File: src/rtl/fwt_pkg.sv
package fwt_pkg;

    localparam int CAUSE_W = 4;

    localparam logic [CAUSE_W-1:0] CAUSE_FETCH_FLT = 4'd1;
    localparam logic [CAUSE_W-1:0] CAUSE_LOAD_FLT  = 4'd5;
    localparam logic [CAUSE_W-1:0] CAUSE_STORE_FLT = 4'd7;

    localparam logic [6:0] OPC_LOAD  = 7'b0000011;
    localparam logic [6:0] OPC_STORE = 7'b0100011;
    localparam logic [6:0] OPC_AMO   = 7'b0101111;

    typedef enum logic [1:0] {
        ACC_NONE  = 2'd0,
        ACC_LOAD  = 2'd1,
        ACC_STORE = 2'd2
    } acc_kind_e;

    // bit 0 is fetch, bit 5 is bus
    typedef struct packed {
        logic bus;
        logic detail;
        logic side;
        logic store;
        logic load;
        logic fetch;
    } err_vec_t;

    function automatic acc_kind_e decode_kind(input logic [6:0] opc);
        acc_kind_e k;
        case (opc)
            OPC_LOAD:           k = ACC_LOAD;
            OPC_STORE, OPC_AMO: k = ACC_STORE;
            default:            k = ACC_NONE;
        endcase
        return k;
    endfunction

endpackage

File: src/rtl/fwt_word_match.sv
module fwt_word_match #(
    parameter int              XLEN       = 32,
    parameter logic [XLEN-1:0] WATCH_ADDR = 32'h0000_1000
) (
    input  logic [XLEN-1:0] addr,
    output logic            hit
);
    localparam int              OFS     = $clog2(XLEN / 8);
    localparam logic [XLEN-1:0] HI_MASK = {XLEN{1'b1}} << OFS;

    assign hit = ((addr ^ WATCH_ADDR) & HI_MASK) == '0;
endmodule

File: src/rtl/fwt_retire_chk.sv
module fwt_retire_chk
    import fwt_pkg::*;
#(
    parameter int XLEN      = 32,
    parameter bit EXT_FAULT = 1'b1
) (
    input  logic                 valid,
    input  logic [31:0]          insn,
    input  logic                 trap,
    input  logic [CAUSE_W-1:0]   cause,
    input  logic [4:0]           rd_idx,
    input  logic [XLEN-1:0]      rd_wdata,
    input  logic [XLEN/8-1:0]    wmask,
    input  logic                 pc_hit,
    input  logic                 data_hit,
    input  logic                 flt_valid,
    input  logic                 flt_hit,
    output logic                 e_fetch,
    output logic                 e_load,
    output logic                 e_store,
    output logic                 e_side,
    output logic                 e_detail
);
    acc_kind_e kind;
    logic      ld_hit;
    logic      st_hit;
    logic      any_hit;
    logic      dirty;

    always_comb begin
        kind    = decode_kind(insn[6:0]);
        ld_hit  = !pc_hit && data_hit && (kind == ACC_LOAD);
        st_hit  = !pc_hit && data_hit && (kind == ACC_STORE);
        any_hit = pc_hit || ld_hit || st_hit;
        dirty   = (rd_idx != '0) || (rd_wdata != '0) || (wmask != '0);

        e_fetch = valid && pc_hit &&
                  !(trap && cause == CAUSE_FETCH_FLT && insn == '0);
        e_load  = valid && ld_hit && !(trap && cause == CAUSE_LOAD_FLT);
        e_store = valid && st_hit && !(trap && cause == CAUSE_STORE_FLT);
        e_side  = valid && trap && dirty;
    end

    generate
        if (EXT_FAULT) begin : g_detail
            assign e_detail = valid && any_hit && !(flt_valid && flt_hit);
        end else begin : g_no_detail
            logic unused_detail;
            assign unused_detail = flt_valid ^ flt_hit ^ any_hit;
            assign e_detail = 1'b0;
        end
    endgenerate
endmodule

File: src/rtl/fwt_bus_chk.sv
module fwt_bus_chk (
    input  logic valid,
    input  logic hit,
    input  logic fault,
    output logic e_bus
);
    assign e_bus = valid && hit && !fault;
endmodule

File: src/rtl/faultword_trap_mon.sv
module faultword_trap_mon
    import fwt_pkg::*;
#(
    parameter int              XLEN       = 32,
    parameter logic [XLEN-1:0] WATCH_ADDR = 32'h0000_1000,
    parameter bit              EXT_FAULT  = 1'b1
) (
    input  logic               clk,
    input  logic               rst,
    input  logic               ret_valid,
    input  logic [XLEN-1:0]    ret_pc,
    input  logic [31:0]        ret_insn,
    input  logic               ret_trap,
    input  logic [CAUSE_W-1:0] ret_cause,
    input  logic [4:0]         ret_rd_idx,
    input  logic [XLEN-1:0]    ret_rd_wdata,
    input  logic [XLEN-1:0]    ret_mem_addr,
    input  logic [XLEN/8-1:0]  ret_mem_amask,
    input  logic [XLEN/8-1:0]  ret_mem_wmask,
    input  logic               ret_flt_valid,
    input  logic [XLEN-1:0]    ret_flt_addr,
    input  logic               bus_valid,
    input  logic [XLEN-1:0]    bus_addr,
    input  logic               bus_fault,
    output logic [5:0]         err_o,
    output logic               fail_o
);
    logic     pc_hit;
    logic     mem_in_word;
    logic     flt_hit;
    logic     bus_hit;
    logic     data_hit;
    err_vec_t errs;
    logic     fail_q;

    fwt_word_match #(.XLEN(XLEN), .WATCH_ADDR(WATCH_ADDR)) u_pc_match (
        .addr (ret_pc),
        .hit  (pc_hit)
    );

    fwt_word_match #(.XLEN(XLEN), .WATCH_ADDR(WATCH_ADDR)) u_mem_match (
        .addr (ret_mem_addr),
        .hit  (mem_in_word)
    );

    fwt_word_match #(.XLEN(XLEN), .WATCH_ADDR(WATCH_ADDR)) u_flt_match (
        .addr (ret_flt_addr),
        .hit  (flt_hit)
    );

    fwt_word_match #(.XLEN(XLEN), .WATCH_ADDR(WATCH_ADDR)) u_bus_match (
        .addr (bus_addr),
        .hit  (bus_hit)
    );

    assign data_hit = mem_in_word && (ret_mem_amask != '0);

    fwt_retire_chk #(.XLEN(XLEN), .EXT_FAULT(EXT_FAULT)) u_retire (
        .valid     (ret_valid),
        .insn      (ret_insn),
        .trap      (ret_trap),
        .cause     (ret_cause),
        .rd_idx    (ret_rd_idx),
        .rd_wdata  (ret_rd_wdata),
        .wmask     (ret_mem_wmask),
        .pc_hit    (pc_hit),
        .data_hit  (data_hit),
        .flt_valid (ret_flt_valid),
        .flt_hit   (flt_hit),
        .e_fetch   (errs.fetch),
        .e_load    (errs.load),
        .e_store   (errs.store),
        .e_side    (errs.side),
        .e_detail  (errs.detail)
    );

    fwt_bus_chk u_bus (
        .valid (bus_valid),
        .hit   (bus_hit),
        .fault (bus_fault),
        .e_bus (errs.bus)
    );

    always_ff @(posedge clk) begin
        if (rst) begin
            fail_q <= 1'b0;
        end else if (errs != '0) begin
            fail_q <= 1'b1;
        end
    end

    assign err_o  = errs;
    assign fail_o = fail_q;
endmodule

File: config.mk
export PLATFORM = sky130hd
export DESIGN_NAME = faultword_trap_mon
export DESIGN_NICKNAME = d
export VERILOG_FILES = /design/src/rtl/fwt_pkg.sv /design/src/rtl/fwt_word_match.sv /design/src/rtl/fwt_retire_chk.sv /design/src/rtl/fwt_bus_chk.sv /design/src/rtl/faultword_trap_mon.sv
export SDC_FILE = /design/constraint.sdc
export NUM_CORES = 1
export LEC_CHECK = 0
export ABC_AREA = 1
export BUFFER_PORTS_ARGS = -buffer_cell sky130_fd_sc_hd__clkbuf_2
export CAP_MARGIN = 10
export CORE_AREA = 3 3 85 87
export CTS_CLUSTER_DIAMETER = 100
export DETAILED_ROUTE_END_ITERATION = 7
export DIE_AREA = 0 0 88 90
export MAX_ROUTING_LAYER = met4
export PLACE_DENSITY_LB_ADDON = 0.12
export SLEW_MARGIN = 10
export SYNTH_ARGS = -nofsm -noshare
export SYNTH_HDL_FRONTEND = slang
export SYNTH_SLANG_ARGS = --single-unit
File: constraint.sdc
create_clock -name clk -period 1.8 [get_ports clk]
set_input_delay 0.09 -clock clk [delete_from_list [all_inputs] [get_ports clk]]
set_output_delay 0.09 -clock clk [all_outputs]
set_load 0.1 [all_outputs]
==> Word level (Yosys, flattened, before mapping) <==
Cells that the tools add are included.
{ "op_classes": {"eq_ne": 8, "n_mux": 1, "bitwise_logic": 4, "n_reduce_logical": 42} }
{ "op_table": {"columns": ["operator", "count"], "rows": [
  ["zero test 32 bit", 5],
  ["nonzero test 32 bit", 1],
  ["logical AND 1 bit", 21],
  ["equality test 7 x 6 -> 1 bit, second input constant", 2],
  ["equality test 4 x 3 -> 1 bit, second input constant", 2],
  ["nonzero test 4 bit", 2],
  ["equality test 7 x 2 -> 1 bit, second input constant", 1],
  ["zero test 1 bit", 6],
  ["nonzero test 6 bit", 1],
  ["nonzero test 5 bit", 1],
  ["equality test 4 x 1 -> 1 bit, second input constant", 1],
  ["logical OR 1 bit", 4],
  ["NOT 1 bit", 4],
  ["one-hot mux 2 bit (2 select lines)", 1],
  ["equality test 2 x 1 -> 1 bit, second input constant", 1],
  ["equality test 2 bit, second input constant", 1],
  ["OR reduction 2 bit", 1]
]} }
{ "totals": {"regBits": 1, "inputBits": 216, "out_inout_bits": 7, "word_cells": 56} }

==> Depth between registers and ports, before layout <==
{ "depth": {"word_depth": 10, "ltp_mapped": 12, "depth_no_buf": 12} }

==> By module <==
From an unflattened synthesis, not the netlist that was laid out.
{ "hier_totals": {"hier_cells": 237, "hier_area_um2": 950.9} }
{ "by_module_without_submodules": {"columns": ["mod", "instances", "cells_per_inst", "area_per_inst_um2"], "rows": [
  ["fwt_word_match", 4, 30, 115.1],
  ["fwt_retire_chk", 1, 103, 415.4],
  ["faultword_trap_mon", 1, 12, 65.1],
  ["fwt_bus_chk", 1, 2, 10.0]
]} }

==> Worst setup path after synthesis <==
Ideal clock, no wire load.
{ "synth_timing": {"path_type": "reg2reg", "start": "register, netlist name fail_o", "end": "register fail_q, in the netlist fail_o", "arrival_ns": 1.317, "required_time_ns": 1.736, "setup_slack_ns": 0.419, "stages_incl_launch_ff": 7, "n_path_buf": 0, "period_less_slack_ns": 1.381, "path_cell_list": "dfxtp_1 nor2_1 nand2_1 nor2_1 nand3_1 nor2_1 nor2_1"} }
{ "synth_rtl": {"columns": ["item", "line", "text"], "rows": [
  ["end signal: assignment", "faultword_trap_mon.sv:86", "fail_q <= 1'b0;"],
  ["end signal: assignment", "faultword_trap_mon.sv:88", "fail_q <= 1'b1;"],
  ["end: declaration", "faultword_trap_mon.sv:34", "logic fail_q;"]
]} }

==> Worst setup path in the final report <==
{ "layout_timing": {"start": "input ret_mem_addr[3]", "end": "output err_o[4]"} }
{ "layout_via": {"elab_chain_cells": 8} }
{ "layout_lines": {"columns": ["item", "line", "text"], "rows": [
  ["start: declaration", "faultword_trap_mon.sv:17", "input logic [XLEN-1:0] ret_mem_addr,"],
  ["zero test 32 bit *", "fwt_word_match.sv:11", "assign hit = ((addr ^ WATCH_ADDR) & HI_MASK) == '0;"],
  ["logical AND 1 bit *", "faultword_trap_mon.sv:56", "assign data_hit = mem_in_word && (ret_mem_amask != '0);"],
  ["logical AND 1 bit *", "fwt_retire_chk.sv:32, fwt_retire_chk.sv:33", null],
  ["logical AND 1 bit", "fwt_retire_chk.sv:32", "ld_hit = !pc_hit && data_hit && (kind == ACC_LOAD);"],
  ["logical OR 1 bit", "fwt_retire_chk.sv:34", "any_hit = pc_hit || ld_hit || st_hit;"],
  ["logical OR 1 bit *", "fwt_retire_chk.sv:34", null],
  ["logical AND 1 bit * (2 in a row)", "fwt_retire_chk.sv:46", "assign e_detail = valid && any_hit && !(flt_valid && flt_hit);"],
  ["end: declaration", "faultword_trap_mon.sv:25", "output logic [5:0] err_o,"]
]} }
Every way passes the cells marked *; elsewhere a longest branch is shown, timed or not.

==> flow_metrics.py <==
metrics = {
    "pwr": {
        "comb_power_share_pct": 93.0,
        "swShare_pct": 37.7,
        "power_density_nw_per_um2": 162,
        "power_switching_mw": 0.135,
        "power_frac_seq_pct": 7.0,
        "ir_drop_uv": 63.7,
        "leakagePower_nw": 1.39,
        "power.clock.fraction_pct": 0,
        "intPower_mw": 0.223,
        "p_total_mw": 0.358,
    },
    "sta": {
        "rsz0062_at_grt": "false",
        "hold_viol_final": 0,
        "tns_ps": 0,
        "skew_ps": 0,
        "fmax_mhz": 708,
        "report.final.slew_viol_count": 0,
        "period_minus_slack_ps": 1410,
        "finalSetupViolCount": 0,
        "fin_ws_ps": 387,
        "tightest_slew_ps": 557,
        "max-slew-margin-rel_pct": 63.0,
        "period_share_pct": 78.5,
    },
    "drt": {
        "ant_nets": 0,
        "first_iter_violations": 15,
        "drcViolationCount": 0,
        "drt-vias-per-instance": 3.88,
        "vias": 2043,
        "drt-total-wl_mm": 5.15,
        "dr.pass1.iters": 4,
        "wl_per_cell_um": 9.79,
    },
    "yosys": {
        "async_flop_share_pct": 0,
        "synth.top_cell.area_share_pct": 37.1,
        "synth_seq_cells": 1,
        "yosys-top-cells-area": "nor2_1, nand2_1, inv_1, nand4_1, nand3_1",
        "syn_inst": 241,
        "synth_nets": 457,
        "synthFlopType": "dfxtp_1",
        "synth_cell_types": 21,
        "synth-edff-count": 0,
        "synth-seq-area-share_pct": 1.92,
        "netlist_area_sq_um": 1040,
        "synth.avg_cell_area_sq_um": 4.32,
        "yosysTopAreaCell": "nor2_1",
        "yosysMostFrequentCell": "nor2_1",
        "synthTopCellsByCount": "nor2_1, nand2_1, inv_1, nand3_1, nand4_1",
        "yosys_warnings": 0,
    },
    "global_route": {
        "antenna_found_initial": 0,
        "grt_usage_pct": 12.1,
        "grt_overflow": 0,
        "grt_pass1_wl_mm": 7.94,
        "grt_pass1_vias": 2035,
        "grt_max_degree": 6,
    },
    "placed_design": {
        "io_buffers": 214,
        "place_ws_ps": 374,
        "hpwlAfterDp_mm": 5.12,
        "dpl_cell_area_sq_um": 2210,
        "place.gp.congestion": 0.736,
    },
    "clock_tree": {
        "insertion_delay_ps": 0,
        "hold_buffers": 0,
        "cts_resized": 0,
        "postCtsSetupBuffers": 0,
        "cts.clk_slew.worst_paths_ps": 0,
    },
    "layout": {
        "finalNetCount": 667,
        "largest_reg_flops": 1,
        "antenna_cells": 0,
        "drive_above_1_share_pct": 49.2,
        "syn2layout_area_growth_pct": 112,
        "fill_cells": 771,
        "fin_util_pct": 34.4,
        "final_design_area_no_fill_sq_um": 2210,
    },
    "worst_setup_path": {
        "cp_data_arrival_time_ps": 1320,
        "cp_data_required_time_ps": 1710,
        "cp_top_family": "simple AND/OR/NAND/NOR gates",
        "endpoint_kind": "output port",
        "path_cells": "clkbuf_2 -> or2_0 -> nor2_1 -> nand3_2 -> nor2_4 -> a21oi_1 -> a21oi_2 -> buf_12",
        "path_max_fanout": 4,
        "critical_path_buf_inv_count": 2,
        "max_stage_delay_ps": 250,
        "path_class": "input port to output port",
        "cp-start-kind": "input port",
        "cp_slowest_cell": "a21oi_2",
    },
    "floorplanning": {
        "dieHeight_um": 90,
        "core_sq_um": 6420,
        "die_x_um": 88,
        "ios": 223,
        "initial_core_util_pct": 16.2,
        "dieArea_sq_um": 7920,
        "rows": 29,
    },
    "outcome": {
        "outcome": "completed",
    },
    "flow_run": {
        "maxCapViolCount": 0,
    },
    "min_path": {
        "min_path_type": "input port to flip-flop",
    },
}
==> final timing paths <==
path	endpoint	start	depth (start not counted)	slack, ps
setup reg to reg	fail_o	fail_o	6	920
hold reg to reg	fail_o	fail_o	6	680
hold / removal	fail_o	rst	2	250
setup / recovery	err_o[4]	ret_mem_addr[3]	8	390
==> cells by family (layout without fill, tap and decap cells) <==
family	after synthesis	in the layout	synth area share (%)
AOI/OAI and AO/OA	6	6	3.24
buffers and inverters	43	251	17.6
DFF	1	1	1.92
and+or+nand+nor	191	191	77.2
==> power groups by stage <==
stage | clock, mW | combinational [mW] | sequential [mW]
global route | 0 | 0.382 | 0.0253
finish | 0 | 0.333 | 0.0251
detailed placement | 0 | 0.338 | 0.0251
floorplan | 0 | 0.0924 | 0.0358
CTS | 0 | 0.340 | 0.0251
global placement | 0 | 0.334 | 0.0250
==> cells in the final DEF (no fill, tap or decap) <==
cell and n:
clkbuf_2 210, nor2_1 103, nand2_1 52, inv_1 35
nand3_1 9, nand4_1 9, nor3_1 5, o21ai_0 3
buf_12 3, nor2_2 2, nand3_2 2, a21oi_1 2
nor4_1 2, nand3b_1 2, and2_1 2, or2_0 1
nor2_4 1, or2_1 1, clkinv_1 1, a21oi_2 1
inv_2 1, dfxtp_1 1, buf_4 1
==> through the flow <==
step	std cells	hold slack [ps]
2_1_floorplan	241	162
3_3_place_gp	526	250
3_5_place_dp	526	251
4_1_cts	526	251
5_1_grt	526	262
6_report	526	248
==> layer usage <==
layer	vias to the layer above	routed length, um	GRT usage, %	share of wire (%)
li1	1143	-	-	-
met3	0	595	1.37	12
met1	779	1720	11.9	33
met4	0	0	0	0
met5	-	0	-	0
met2	121	2840	25.6	55
==> cell type report <==
class	count	area (sq um)	area share (%)
multi-input cells	197	838	37.9
inverters	37	139	6.28
well taps	77	96.3	4.36
flip-flops and latches	1	20.0	0.905
repair buffers	214	1120	50.6
Power figures use the tool's default switching activity.
